**src/rtl/spi_irq_dma_pkg.sv**
```systemverilog
package spi_irq_dma_pkg;
  localparam int NCH    = 4;
  localparam int STW    = 4 * NCH + 2;
  localparam int EOWBIT = 4 * NCH + 1;

  localparam logic [1:0] MODE_RX_ONLY = 2'b01;
  localparam logic [1:0] MODE_TX_ONLY = 2'b10;

  typedef struct packed {
    logic [STW-1:0] clrMask;
    logic           enLoad;
    logic [STW-1:0] enData;
    logic           forceAll;
    logic [STW-1:0] setVec;
    logic [NCH-1:0] txQual;
    logic [NCH-1:0] rxQual;
  } strobe_t;

  function automatic logic [STW-1:0] implMask();
    logic [STW-1:0] m;
    m = '0;
    for (int c = 0; c < NCH; c++) begin
      m[4*c]   = 1'b1;
      m[4*c+1] = 1'b1;
      m[4*c+2] = 1'b1;
    end
    m[3]        = 1'b1;
    m[4*NCH]    = 1'b1;
    m[4*NCH+1]  = 1'b1;
    return m;
  endfunction
endpackage

```
**src/rtl/spi_irq_dma_ctrl.sv**
```systemverilog
module spi_irq_dma_ctrl
  import spi_irq_dma_pkg::*;
#(
  parameter int LVL_W  = 7,
  parameter int THR_W  = 6,
  parameter int WCNT_W = 16,
  localparam int CH_W  = $clog2(NCH)
) (
  input  logic              wrEn,
  input  logic              wrSel,
  input  logic [STW-1:0]    wrData,
  input  logic              sysTestMode,
  input  logic              testSet,
  input  logic [NCH-1:0]    chEnable,
  input  logic [NCH-1:0]    txDmaEn,
  input  logic [NCH-1:0]    rxDmaEn,
  input  logic [2*NCH-1:0]  trMode,
  input  logic [NCH-1:0]    txEmpty,
  input  logic [NCH-1:0]    rxFull,
  input  logic [CH_W-1:0]   fifoOwner,
  input  logic              txFifoOn,
  input  logic              rxFifoOn,
  input  logic [LVL_W-1:0]  txLevel,
  input  logic [LVL_W-1:0]  rxLevel,
  input  logic [THR_W-1:0]  almostEmpty,
  input  logic [THR_W-1:0]  almostFull,
  input  logic              txPush,
  input  logic              rxPop,
  input  logic [WCNT_W-1:0] wordLimit,
  input  logic [WCNT_W-1:0] wordsLeft,
  output strobe_t           strb
);
  localparam logic [STW-1:0] MASK = implMask();

  logic           testLock;
  logic [NCH-1:0] txSet;
  logic [NCH-1:0] rxSet;
  logic [NCH-1:0] txQualVec;
  logic [NCH-1:0] rxQualVec;
  logic           eowHit;

  assign testLock = sysTestMode & testSet;
  assign eowHit   = (wordLimit != '0) && (wordsLeft == '0);

  for (genvar ch = 0; ch < NCH; ch++) begin : g_ch
    logic isOwner;
    logic txGate;
    logic rxGate;
    logic [1:0] mode;
    assign mode    = trMode[2*ch +: 2];
    assign isOwner = (fifoOwner == CH_W'(ch));
    assign txGate  = !(isOwner && txFifoOn) || (txLevel <= LVL_W'(almostEmpty));
    assign rxGate  = !(isOwner && rxFifoOn) || (rxLevel >= LVL_W'(almostFull));
    assign txSet[ch] = chEnable[ch] & txEmpty[ch] & (mode != MODE_RX_ONLY) & txGate;
    assign rxSet[ch] = chEnable[ch] & rxFull[ch]  & (mode != MODE_TX_ONLY) & rxGate;
    assign txQualVec[ch] = txSet[ch] & txDmaEn[ch] & ~(txPush & isOwner);
    assign rxQualVec[ch] = rxSet[ch] & rxDmaEn[ch] & ~(rxPop & isOwner);
  end

  always_comb begin
    strb          = '0;
    strb.clrMask  = (wrEn && !wrSel && !testLock) ? wrData : '0;
    strb.enLoad   = wrEn && wrSel;
    strb.enData   = wrData & MASK;
    strb.forceAll = testLock;
    for (int c = 0; c < NCH; c++) begin
      strb.setVec[4*c]   = txSet[c];
      strb.setVec[4*c+2] = rxSet[c];
    end
    strb.setVec[EOWBIT] = eowHit;
    strb.txQual = txQualVec;
    strb.rxQual = rxQualVec;
  end
endmodule

```
**src/rtl/spi_irq_dma_dp.sv**
```systemverilog
module spi_irq_dma_dp
  import spi_irq_dma_pkg::*;
(
  input  logic           clk,
  input  logic           rstN,
  input  strobe_t        strb,
  output logic           irq,
  output logic [NCH-1:0] txReq,
  output logic [NCH-1:0] rxReq,
  output logic [STW-1:0] statusQ,
  output logic [STW-1:0] enableQ
);
  localparam logic [STW-1:0] MASK = implMask();

  logic [STW-1:0] statusD;

  always_comb begin
    statusD = (statusQ & ~strb.clrMask) | strb.setVec;
    if (strb.forceAll) statusD = statusD | MASK;
    statusD = statusD & MASK;
  end

  always_ff @(posedge clk) begin
    if (!rstN) begin
      statusQ <= '0;
      enableQ <= '0;
      txReq   <= '0;
      rxReq   <= '0;
    end else begin
      statusQ <= statusD;
      if (strb.enLoad) enableQ <= strb.enData;
      txReq <= strb.txQual;
      rxReq <= strb.rxQual;
    end
  end

  assign irq = |(statusQ & enableQ);

  a_r6_force_sets_all: assert property (@(posedge clk) disable iff (!rstN)
    strb.forceAll |=> ((statusQ & MASK) == MASK));

  a_r5_clear_takes_effect: assert property (@(posedge clk) disable iff (!rstN)
    (|(strb.clrMask & ~strb.setVec) && !strb.forceAll)
      |=> ((statusQ & $past(strb.clrMask & ~strb.setVec)) == '0));

  a_r1_irq_needs_status: assert property (@(posedge clk) disable iff (!rstN)
    irq |-> (statusQ != '0 && enableQ != '0));

  a_r3_set_is_sticky: assert property (@(posedge clk) disable iff (!rstN)
    (strb.setVec != '0) |=> ((statusQ & $past(strb.setVec)) == $past(strb.setVec)));
endmodule

```
**src/rtl/spi_irq_dma.sv**
```systemverilog
module spi_irq_dma
  import spi_irq_dma_pkg::*;
#(
  parameter int NUM_CH = NCH,
  parameter int LVL_W  = 7,
  parameter int THR_W  = 6,
  parameter int WCNT_W = 16,
  localparam int CH_W  = $clog2(NUM_CH),
  localparam int ST_W  = 4 * NUM_CH + 2
) (
  input  logic                clk,
  input  logic                rstN,
  input  logic                wrEn,
  input  logic                wrSel,
  input  logic [ST_W-1:0]     wrData,
  input  logic                sysTestMode,
  input  logic                testSet,
  input  logic [NUM_CH-1:0]   chEnable,
  input  logic [NUM_CH-1:0]   txDmaEn,
  input  logic [NUM_CH-1:0]   rxDmaEn,
  input  logic [2*NUM_CH-1:0] trMode,
  input  logic [NUM_CH-1:0]   txEmpty,
  input  logic [NUM_CH-1:0]   rxFull,
  input  logic [CH_W-1:0]     fifoOwner,
  input  logic                txFifoOn,
  input  logic                rxFifoOn,
  input  logic [LVL_W-1:0]    txLevel,
  input  logic [LVL_W-1:0]    rxLevel,
  input  logic [THR_W-1:0]    almostEmpty,
  input  logic [THR_W-1:0]    almostFull,
  input  logic                txPush,
  input  logic                rxPop,
  input  logic [WCNT_W-1:0]   wordLimit,
  input  logic [WCNT_W-1:0]   wordsLeft,
  output logic                irq,
  output logic [NUM_CH-1:0]   txReq,
  output logic [NUM_CH-1:0]   rxReq,
  output logic [ST_W-1:0]     irqStatus,
  output logic [ST_W-1:0]     irqEnable
);
  strobe_t strb;

  spi_irq_dma_ctrl #(
    .LVL_W(LVL_W), .THR_W(THR_W), .WCNT_W(WCNT_W)
  ) u_ctrl (
    .wrEn(wrEn), .wrSel(wrSel), .wrData(wrData),
    .sysTestMode(sysTestMode), .testSet(testSet),
    .chEnable(chEnable), .txDmaEn(txDmaEn), .rxDmaEn(rxDmaEn),
    .trMode(trMode), .txEmpty(txEmpty), .rxFull(rxFull),
    .fifoOwner(fifoOwner), .txFifoOn(txFifoOn), .rxFifoOn(rxFifoOn),
    .txLevel(txLevel), .rxLevel(rxLevel),
    .almostEmpty(almostEmpty), .almostFull(almostFull),
    .txPush(txPush), .rxPop(rxPop),
    .wordLimit(wordLimit), .wordsLeft(wordsLeft),
    .strb(strb)
  );

  spi_irq_dma_dp u_dp (
    .clk(clk), .rstN(rstN), .strb(strb),
    .irq(irq), .txReq(txReq), .rxReq(rxReq),
    .statusQ(irqStatus), .enableQ(irqEnable)
  );

  a_r9_tx_push_drops: assert property (@(posedge clk) disable iff (!rstN)
    txPush |=> !txReq[$past(fifoOwner)]);

  a_r9_rx_pop_drops: assert property (@(posedge clk) disable iff (!rstN)
    rxPop |=> !rxReq[$past(fifoOwner)]);

  a_r7_eow_sets: assert property (@(posedge clk) disable iff (!rstN)
    (wordLimit != '0 && wordsLeft == '0) |=> irqStatus[ST_W-1]);

  for (genvar g = 0; g < NUM_CH; g++) begin : g_chk
    a_r8_rx_only_blocks_tx: assert property (@(posedge clk) disable iff (!rstN)
      (trMode[2*g +: 2] == MODE_RX_ONLY) |=> !txReq[g]);
    a_r8_tx_only_blocks_rx: assert property (@(posedge clk) disable iff (!rstN)
      (trMode[2*g +: 2] == MODE_TX_ONLY) |=> !rxReq[g]);
  end
endmodule

```
**config.mk**
```make
export PLATFORM = sky130hd
export DESIGN_NAME = spi_irq_dma
export DESIGN_NICKNAME = d
export VERILOG_FILES = /design/src/rtl/spi_irq_dma_pkg.sv /design/src/rtl/spi_irq_dma_ctrl.sv /design/src/rtl/spi_irq_dma_dp.sv /design/src/rtl/spi_irq_dma.sv
export SDC_FILE = /design/constraint.sdc
export NUM_CORES = 1
export LEC_CHECK = 0
export BUFFER_PORTS_ARGS = -buffer_cell sky130_fd_sc_hd__buf_4
export CAP_MARGIN = 20
export CORE_MARGIN = 4
export CORE_UTILIZATION = 40
export DETAILED_ROUTE_END_ITERATION = 10
export GPL_TIMING_DRIVEN = 1
export HOLD_SLACK_MARGIN = 0.08
export PLACE_DENSITY = 0.78
export SLEW_MARGIN = 20
export SYNTH_ARGS = -nofsm -noshare
export SYNTH_HDL_FRONTEND = slang
export SYNTH_HIERARCHICAL = 1
export SYNTH_SLANG_ARGS = --single-unit
```
**constraint.sdc**
```tcl
create_clock -name clk -period 1.6 [get_ports clk]
set_input_delay 0.08 -clock clk [delete_from_list [all_inputs] [get_ports clk]]
set_output_delay 0.08 -clock clk [all_outputs]
set_load 0.02 [all_outputs]
```
**Word-level counts from Yosys, hierarchy flattened**

Cells that the tools add are included.

- Bits in read-only memories: 0
- Bits of input ports: 116
- Logic and storage cells: 115
- Latch bits: 0
- Output and inout port bits: 45
- Bits in registers: 41
- Bits in writable memories: 0
- Memories: 0

- Eq/ne operators: 11
- Reductions and logical operators: 34
- $mul: 0
- Shift operators: 0
- Add/subtract/negate cells: 0
- Div/mod/pow operators: 0
- Bitwise logic cells: 61
- Muxes and demuxes: 2
- $lt $le $gt $ge: 2

Operators by type and width:

| operator | number |
|---|---|
| $and 1x1->1 | 49 |
| $and 18x18->18 | 2 |
| $mux 18 | 2 |
| $not 18->18 | 1 |
| $or 18x18->18 | 1 |
| $reduce_or 18->1 | 1 |
| $logic_not 16->1 | 1 |
| $reduce_bool 16->1 | 1 |
| $logic_and 1x1->1 | 12 |
| $logic_not 1->1 | 10 |
| $logic_or 1x1->1 | 8 |
| $ne 2x1->1 const B | 4 |
| $ne 2x2->1 const B | 4 |
| $not 1->1 | 8 |
| $ge 7x6->1 | 1 |
| $le 7x6->1 | 1 |
| $eq 2x2->1 const B | 2 |
| $eq 2x1->1 const B | 1 |
| $logic_not 2->1 | 1 |

**Longest topological paths before layout**

Gate-level depths: netlist (run 1).

- Word-level depth: 8
- Gate-level depth with buffers: 7
- Mapped depth without buffers: 7

**Cells and area by module**

The synthesis (run 1) kept the hierarchy.

Modules (own cells, without submodules):

| module | times used | cells each | area an instance (um^2) | seq. area each (um^2) |
|---|---|---|---|---|
| spi_irq_dma_dp | 1 | 135 | 1541.5 | 820.8 |
| spi_irq_dma_ctrl | 1 | 156 | 1107.3 | 0.0 |

**Worst setup path after synthesis (run 1)**

Ideal clock, no wire load.

- Path kind: input -> register
- From: input port rxLevel[0]
- To: register u_dp.statusQ[14]
- Path buffers: 0
- Arrival: 1373 ps
- Cell stages on the path: 7
- Setup slack: 107 ps
- Path through: inv_1 ha_1 nand2b_4 a211o_1 a21oi_4 a31oi_1 o31a_1

RTL lines:

| element | line | RTL |
|---|---|---|
| start, declared | spi_irq_dma.sv:28 | `input logic [LVL_W-1:0] rxLevel,` |
| end signal, assigned | spi_irq_dma_dp.sv:30 | `statusQ <= statusD;` |
| end, declared | spi_irq_dma_dp.sv:10 | `output logic [STW-1:0] statusQ,` |

**Final worst setup path (run 1)**

- From: register u_dp.statusQ[6]
- To: output port irq

- Word-level cells in the longest chain between the ends: 2

RTL lines:

| element | line | RTL |
|---|---|---|
| $and 18x18->18 | spi_irq_dma_dp.sv:37 | `assign irq = \|(statusQ & enableQ);` |
| $reduce_or 18->1 | spi_irq_dma_dp.sv:37 |  |
| end, declared | spi_irq_dma.sv:35 | `output logic irq,` |

Every way passes these cells.

==> metrics.md, run 1 <==
| Metric | Value |
|---|---|
| Outcome | `complete, no violations` |
| HPWL after DPL | `6.40 mm` |
| Drt via density | `4.97` |
| Setup crit end kind | `primary output` |
| Fillers | `between 500 and 600` |
| Initial DRT Pass Iterations | `4` |
| FF+latch area | `just over 800 um^2` |
| CTS root buffer | `clkbuf_8` |
| Worst-path clk slew | `approximately 0.07 ns` |
| Most frequent cells in the layout | `buf_4, dfxtp_1, nor2b_1, inv_1, mux2i_1` |
| Row count | `29` |
| Max Root-Sink Buffers | `2` |
| Post-Syn Area | `2600 um^2` |
| Vias in the first global route | `2660` |
| Max Fclk | `0.639 GHz` |
| Yosys warns | `6` |
| Final Hold Fails | `0` |
| Max rail drop VDD | `between 0.0005 and 0.0006 V` |
| Gr ovfl total | `0` |
| Gr usage total | `20.1%` |
| Max Cap Viol | `0` |
| Ratio of cells with drive above 1 in the final layout | `43.8%` |
| CP Class | `flip-flop to primary output` |
| ANT cells | `0` |
| Max-slew violation count | `0` |
| Clock latency on the worst-skew pair | `0.29 ns` |
| RSZ-0062 raised after global routing | `true` |
| Post-CTS Setup Inserts | `0` |
| PortBufs | `about 150` |
| Clock skew after layout | `0 ns` |
| Worst setup margin | `0.0351 ns` |
| Vias | `between 2000 and 3000` |
| Most common cell after layout, fill and taps aside | `buf_4` |
| Critical path data arrival time | `between 1 and 1.5 ns` |
| Final nets | `564` |
| Die area | `slightly below 8000 um^2` |
| CTS tree | `yes` |
| Final period utilization | `97.8%` |
| Startpoint Class | `flip-flop` |
| Core Footprint | `between 6000 and 7000 um^2` |
| Pre-CTS WS | `-0.0708 ns` |
| CTS sink cnt | `41` |
| Initial antenna violation count | `0` |
| IO Pins | `161` |
| Multi-input gate area | `1450 um^2` |
| Largest net degree at the start of global routing | `42` |
| Hold slack | `0.101 ns` |
| Die height | `88.7 um` |
| Num CTS Buffers | `5` |
| Gpl congestion | `0.828` |
| Cell Pwr Density | `663 nW/um^2` |
| CP required | `about 1.5 ns` |
| # H-tree levels | `2` |
| First-pass GRT wire length | `12.3 mm` |
| Die W | `88.7 um` |
| Worst min path class | `input port to flip-flop` |
| Crit path max fanout | `2` |
| Synth Instances | `285` |
| Area Growth Syn to Fin | `48.3%` |
| WL final | `7.87 mm` |
| Lkg Pwr | `1.87 nW` |
| Synthesized area per cell | `9.14 um^2` |
| Final setup fails | `0` |
| Routed Antenna Nets | `0` |
| Sum of negative setup slack | `0 ns` |
| # DRC | `0` |
| Total Power | `0.00256 W` |
| Min cycle time layout | `about 1.6 ns` |
| Iteration-0 DRC count of the detailed router | `69` |
| Initial Util | `41.0%` |
| DR WL/cell | `~15 um` |
## sequential cells by signal (all words and copies together), names as in the netlist
signal	count
u_dp/statusQ	15
u_dp/enableQ	18
u_dp/txReq	4
u_dp/rxReq	4
## metrics by stage
stage          cell area (um^2)  instances  utilization (%)
6_report                   3860        513             60.8
5_1_grt                    3860        513             60.8
4_1_cts                    3860        513             60.8
3_5_place_dp               3650        494             57.6
3_3_place_gp               3650        494             57.6
2_1_floorplan              2640        295                -
## what timing repair did
| action | CTS | global route |
|---|---|---|
| hold buffers | 12 | 0 |
| endpoints found under the setup margin | 1 | 1 |
| endpoints found under the hold margin | 12 | 0 |
| gates cloned | 0 | 0 |
| resized for setup | 0 | 1 |
| pin swaps | 1 | 2 |
## area by class of cell
class                   instances  area share [%]
clock buffers                   7            2.24
well taps                      77            2.49
multi-input cells             192            37.5
flip-flops and latches         41            21.3
inverters                      25            2.43
repair buffers                171            34.0
## power breakdown
part	leakage (nW)	switching, W	internal, W
clock	0.0443	0.000332	0.000342
sequential	0.338	0.0000444	0.00108
combinational	1.49	0.000336	0.000427
total	1.87	0.000713	0.00185
## critical path, cell delays in order, from the launching register on
cell and delay [ns]:
dfxtp_2 0.33, a222oi_1 0.38, and3_1 0.21, nand4_1 0.10
buf_4 0.18
## routing by layer
layer  wire length, um  GRT usage [%]  vias to the layer above
met5                 0              0                        -
met4               180           6.59                        0
met3               583           4.38                       15
met2              4120           37.4                      101
met1              2990           22.5                     1162
li1                  -              -                     1271
## final timing paths
check	start	to	slack (ns)	depth (start not counted)
worst max-delay path	u_dp/statusQ[6]$_SDFF_PN0_	irq	0.04	4
worst min-delay path	wrData[1]	u_dp/enableQ[1]$_SDFFE_PN0P_	0.10	3
worst max register to register	u_dp/statusQ[6]$_SDFF_PN0_	u_dp/statusQ[6]$_SDFF_PN0_	0.66	3
worst min register to register	u_dp/enableQ[7]$_SDFFE_PN0P_	u_dp/enableQ[7]$_SDFFE_PN0P_	0.53	2
No activity file was read; power rests on OpenSTA's default activity.
==> run 2, diff against run 1 <==
==> constraint.sdc (replaced) <==
create_clock -name clk -period 1.6 [get_ports clk]
set_input_delay 0.16 -clock clk [delete_from_list [all_inputs] [get_ports clk]]
set_output_delay 0.16 -clock clk [all_outputs]
set_load 0.02 [all_outputs]
==> run 2 against run 1 <==
  * The run now ends with setup timing left
  * Fmax down 4.4%
  * First-iteration DRC count up 25%
  * Non-clock buffer count down 10
  * Flip-flop and latch count unchanged
  * Routed wire length down 3.1%
  * Largest cell class unchanged
  * Highest routed layer unchanged
==> metrics.md, run 2 (synthesis gave the netlist of run 1 again) <==
| Metric | Value |
|---|---|
| Die area | `7860 um^2` |
| Max rail drop VDD | `0.000376 V` |
| # H-tree levels | `2` |
| Die W | `88.7 um` |
| Setup crit end kind | `primary output` |
| Largest net degree at the start of global routing | `42` |
| CP Class | `flip-flop to primary output` |
| Clock latency on the worst-skew pair | `0.29 ns` |
| Final period utilization | `102%` |
| Hold slack | `around 0.13 ns` |
| Lkg Pwr | `around 1.8 nW` |
| Drt via density | `4.96` |
| Startpoint Class | `flip-flop` |
| Crit path launch | `u_dp/statusQ[6]$_SDFF_PN0_` |
| Top reg by flops | `u_dp/enableQ` |
| Max Root-Sink Buffers | `2` |
| Capture point of the worst reg-to-reg path | `u_dp/statusQ[6]$_SDFF_PN0_` |
| Max-slew violation count | `0` |
| Ratio of cells with drive above 1 in the final layout | `45.7%` |
| Fillers | `roughly 580` |
| CP required | `1.44 ns` |
| Final Hold Fails | `0` |
| Worst-path clk slew | `roughly 0.08 ns` |
| Clock skew after layout | `0 ns` |
| CTS root buffer | `clkbuf_8` |
| Worst min path class | `input port to flip-flop` |
| CTS sink cnt | `41` |
| PortBufs | `between 150 and 200` |
| Max reg flops | `18` |
| Gr ovfl total | `0` |
| Row count | `29` |
| Pre-CTS WS | `-0.150 ns` |
| Initial DRT Pass Iterations | `5` |
| HPWL after DPL | `6.34 mm` |
| First-pass GRT wire length | `~11 mm` |
| Critical path destination | `irq` |
| Max Cap Viol | `0` |
| Worst setup margin | `-0.0371 ns` |
| ANT cells | `0` |
| Gr usage total | `a little under a fifth` |
| Area Growth Syn to Fin | `45.5%` |
| Routed Antenna Nets | `0` |
| R2R Path Start | `u_dp/statusQ[6]$_SDFF_PN0_` |
| Core Footprint | `6350 um^2` |
| Setup slack, reg-to-reg | `0.66 ns` |
| Worst Reg-to-Reg Cells | `3` |
| Cell Pwr Density | `717 nW/um^2` |
| Crit path max fanout | `2` |
| Gpl congestion | `0.821` |
| Failing checks | `setup timing` |
| Hold_buf cts | `0` |
| Final nets | `554` |
| Initial antenna violation count | `0` |
| Critical path data arrival time | `1.48 ns` |
| # DRC | `0` |
| Vias | `2502` |
| Top flop regs | `u_dp/enableQ (18), u_dp/statusQ (15)` |
| Vias in the first global route | `about 2600` |
| WL final | `about 7.6 mm` |
| Outcome | `finished with violations` |
| Die height | `88.7 um` |
| Iteration-0 DRC count of the detailed router | `86` |
| RSZ-0062 raised after global routing | `true` |
| CTS tree | `yes` |
| Initial Util | `about two fifths` |
| Min cycle time layout | `1.64 ns` |
| Final Core Density | `59.7%` |
| Most common cell after layout, fill and taps aside | `buf_4` |
| Final setup fails | `1` |
| Num CTS Buffers | `5` |
| Max Fclk | `0.611 GHz` |
| Most frequent cells in the layout | `buf_4, dfxtp_1, nor2b_1, inv_1, mux2i_1` |
| IO Pins | `161` |
| DR WL/cell | `15.1 um` |
run 2: how the worst min path moves through the flow:
stage                          start                             to  slack [ns]  cells past startpoint
after floorplan                 rstN  u_dp/enableQ[17]$_SDFFE_PN0P_        0.29                      1
after global placement     wrData[0]   u_dp/enableQ[0]$_SDFFE_PN0P_        0.43                      3
after detailed placement  wrData[17]  u_dp/enableQ[17]$_SDFFE_PN0P_        0.44                      3
after CTS                 wrData[17]  u_dp/enableQ[17]$_SDFFE_PN0P_        0.13                      3
after global routing      wrData[17]  u_dp/enableQ[17]$_SDFFE_PN0P_        0.13                      3
final                     wrData[17]  u_dp/enableQ[17]$_SDFFE_PN0P_        0.13                      3
run 2: per-stage QoR:
stage	setup TNS [ns]	instance area (um^2)	instances	power, W
2_1_floorplan	0	2640	295	0.00153
6_report	-0.0371	3790	504	0.00272
3_5_place_dp	-0.931	3660	495	0.00189
3_3_place_gp	-0.798	3660	495	0.00188
5_1_grt	-0.158	3790	504	0.00287
4_1_cts	-0.0585	3790	504	0.00275
run 2: area by class of cell:
class                      instances  area (um^2)  share of cell area, %
clock buffer                       7         86.3                   2.28
clock inverter                     1         30.0                  0.793
inverter                          25         93.8                   2.48
multi-input combinational        192         1450                   38.3
sequential                        41          823                   21.7
tap                               77         96.3                   2.54
timing repair buffer             161         1210                   31.9
run 2: timing repair:
action / in CTS / in global routing
pin swaps: 2 / 2
endpoints found under the setup margin: 1 / 1
gates resized for setup: 1 / 1
buffers inserted: 1 / 0
run 2: layer usage:
| metal | vias to the layer above | GRT usage [%] | share of wire (%) |
|---|---|---|---|
| li1 | 1251 | - | - |
| met1 | 1124 | 20.6 | 38 |
| met2 | 110 | 35.6 | 52 |
| met3 | 17 | 4.75 | 7.9 |
| met4 | 0 | 6.73 | 2.2 |
| met5 | - | 0 | 0 |
run 2: report_power, final:
group / switching, W / internal (W)
clock network: 0.000341 / 0.000509
registers: 0.0000431 / 0.00108
logic: 0.000331 / 0.000412
run 2: worst max-delay path, cell delays in order (launching register included):
cell      delay [ns]
dfxtp_2         0.33
a222oi_1        0.38
and3_1          0.20
nand4_1         0.10
buf_4           0.18
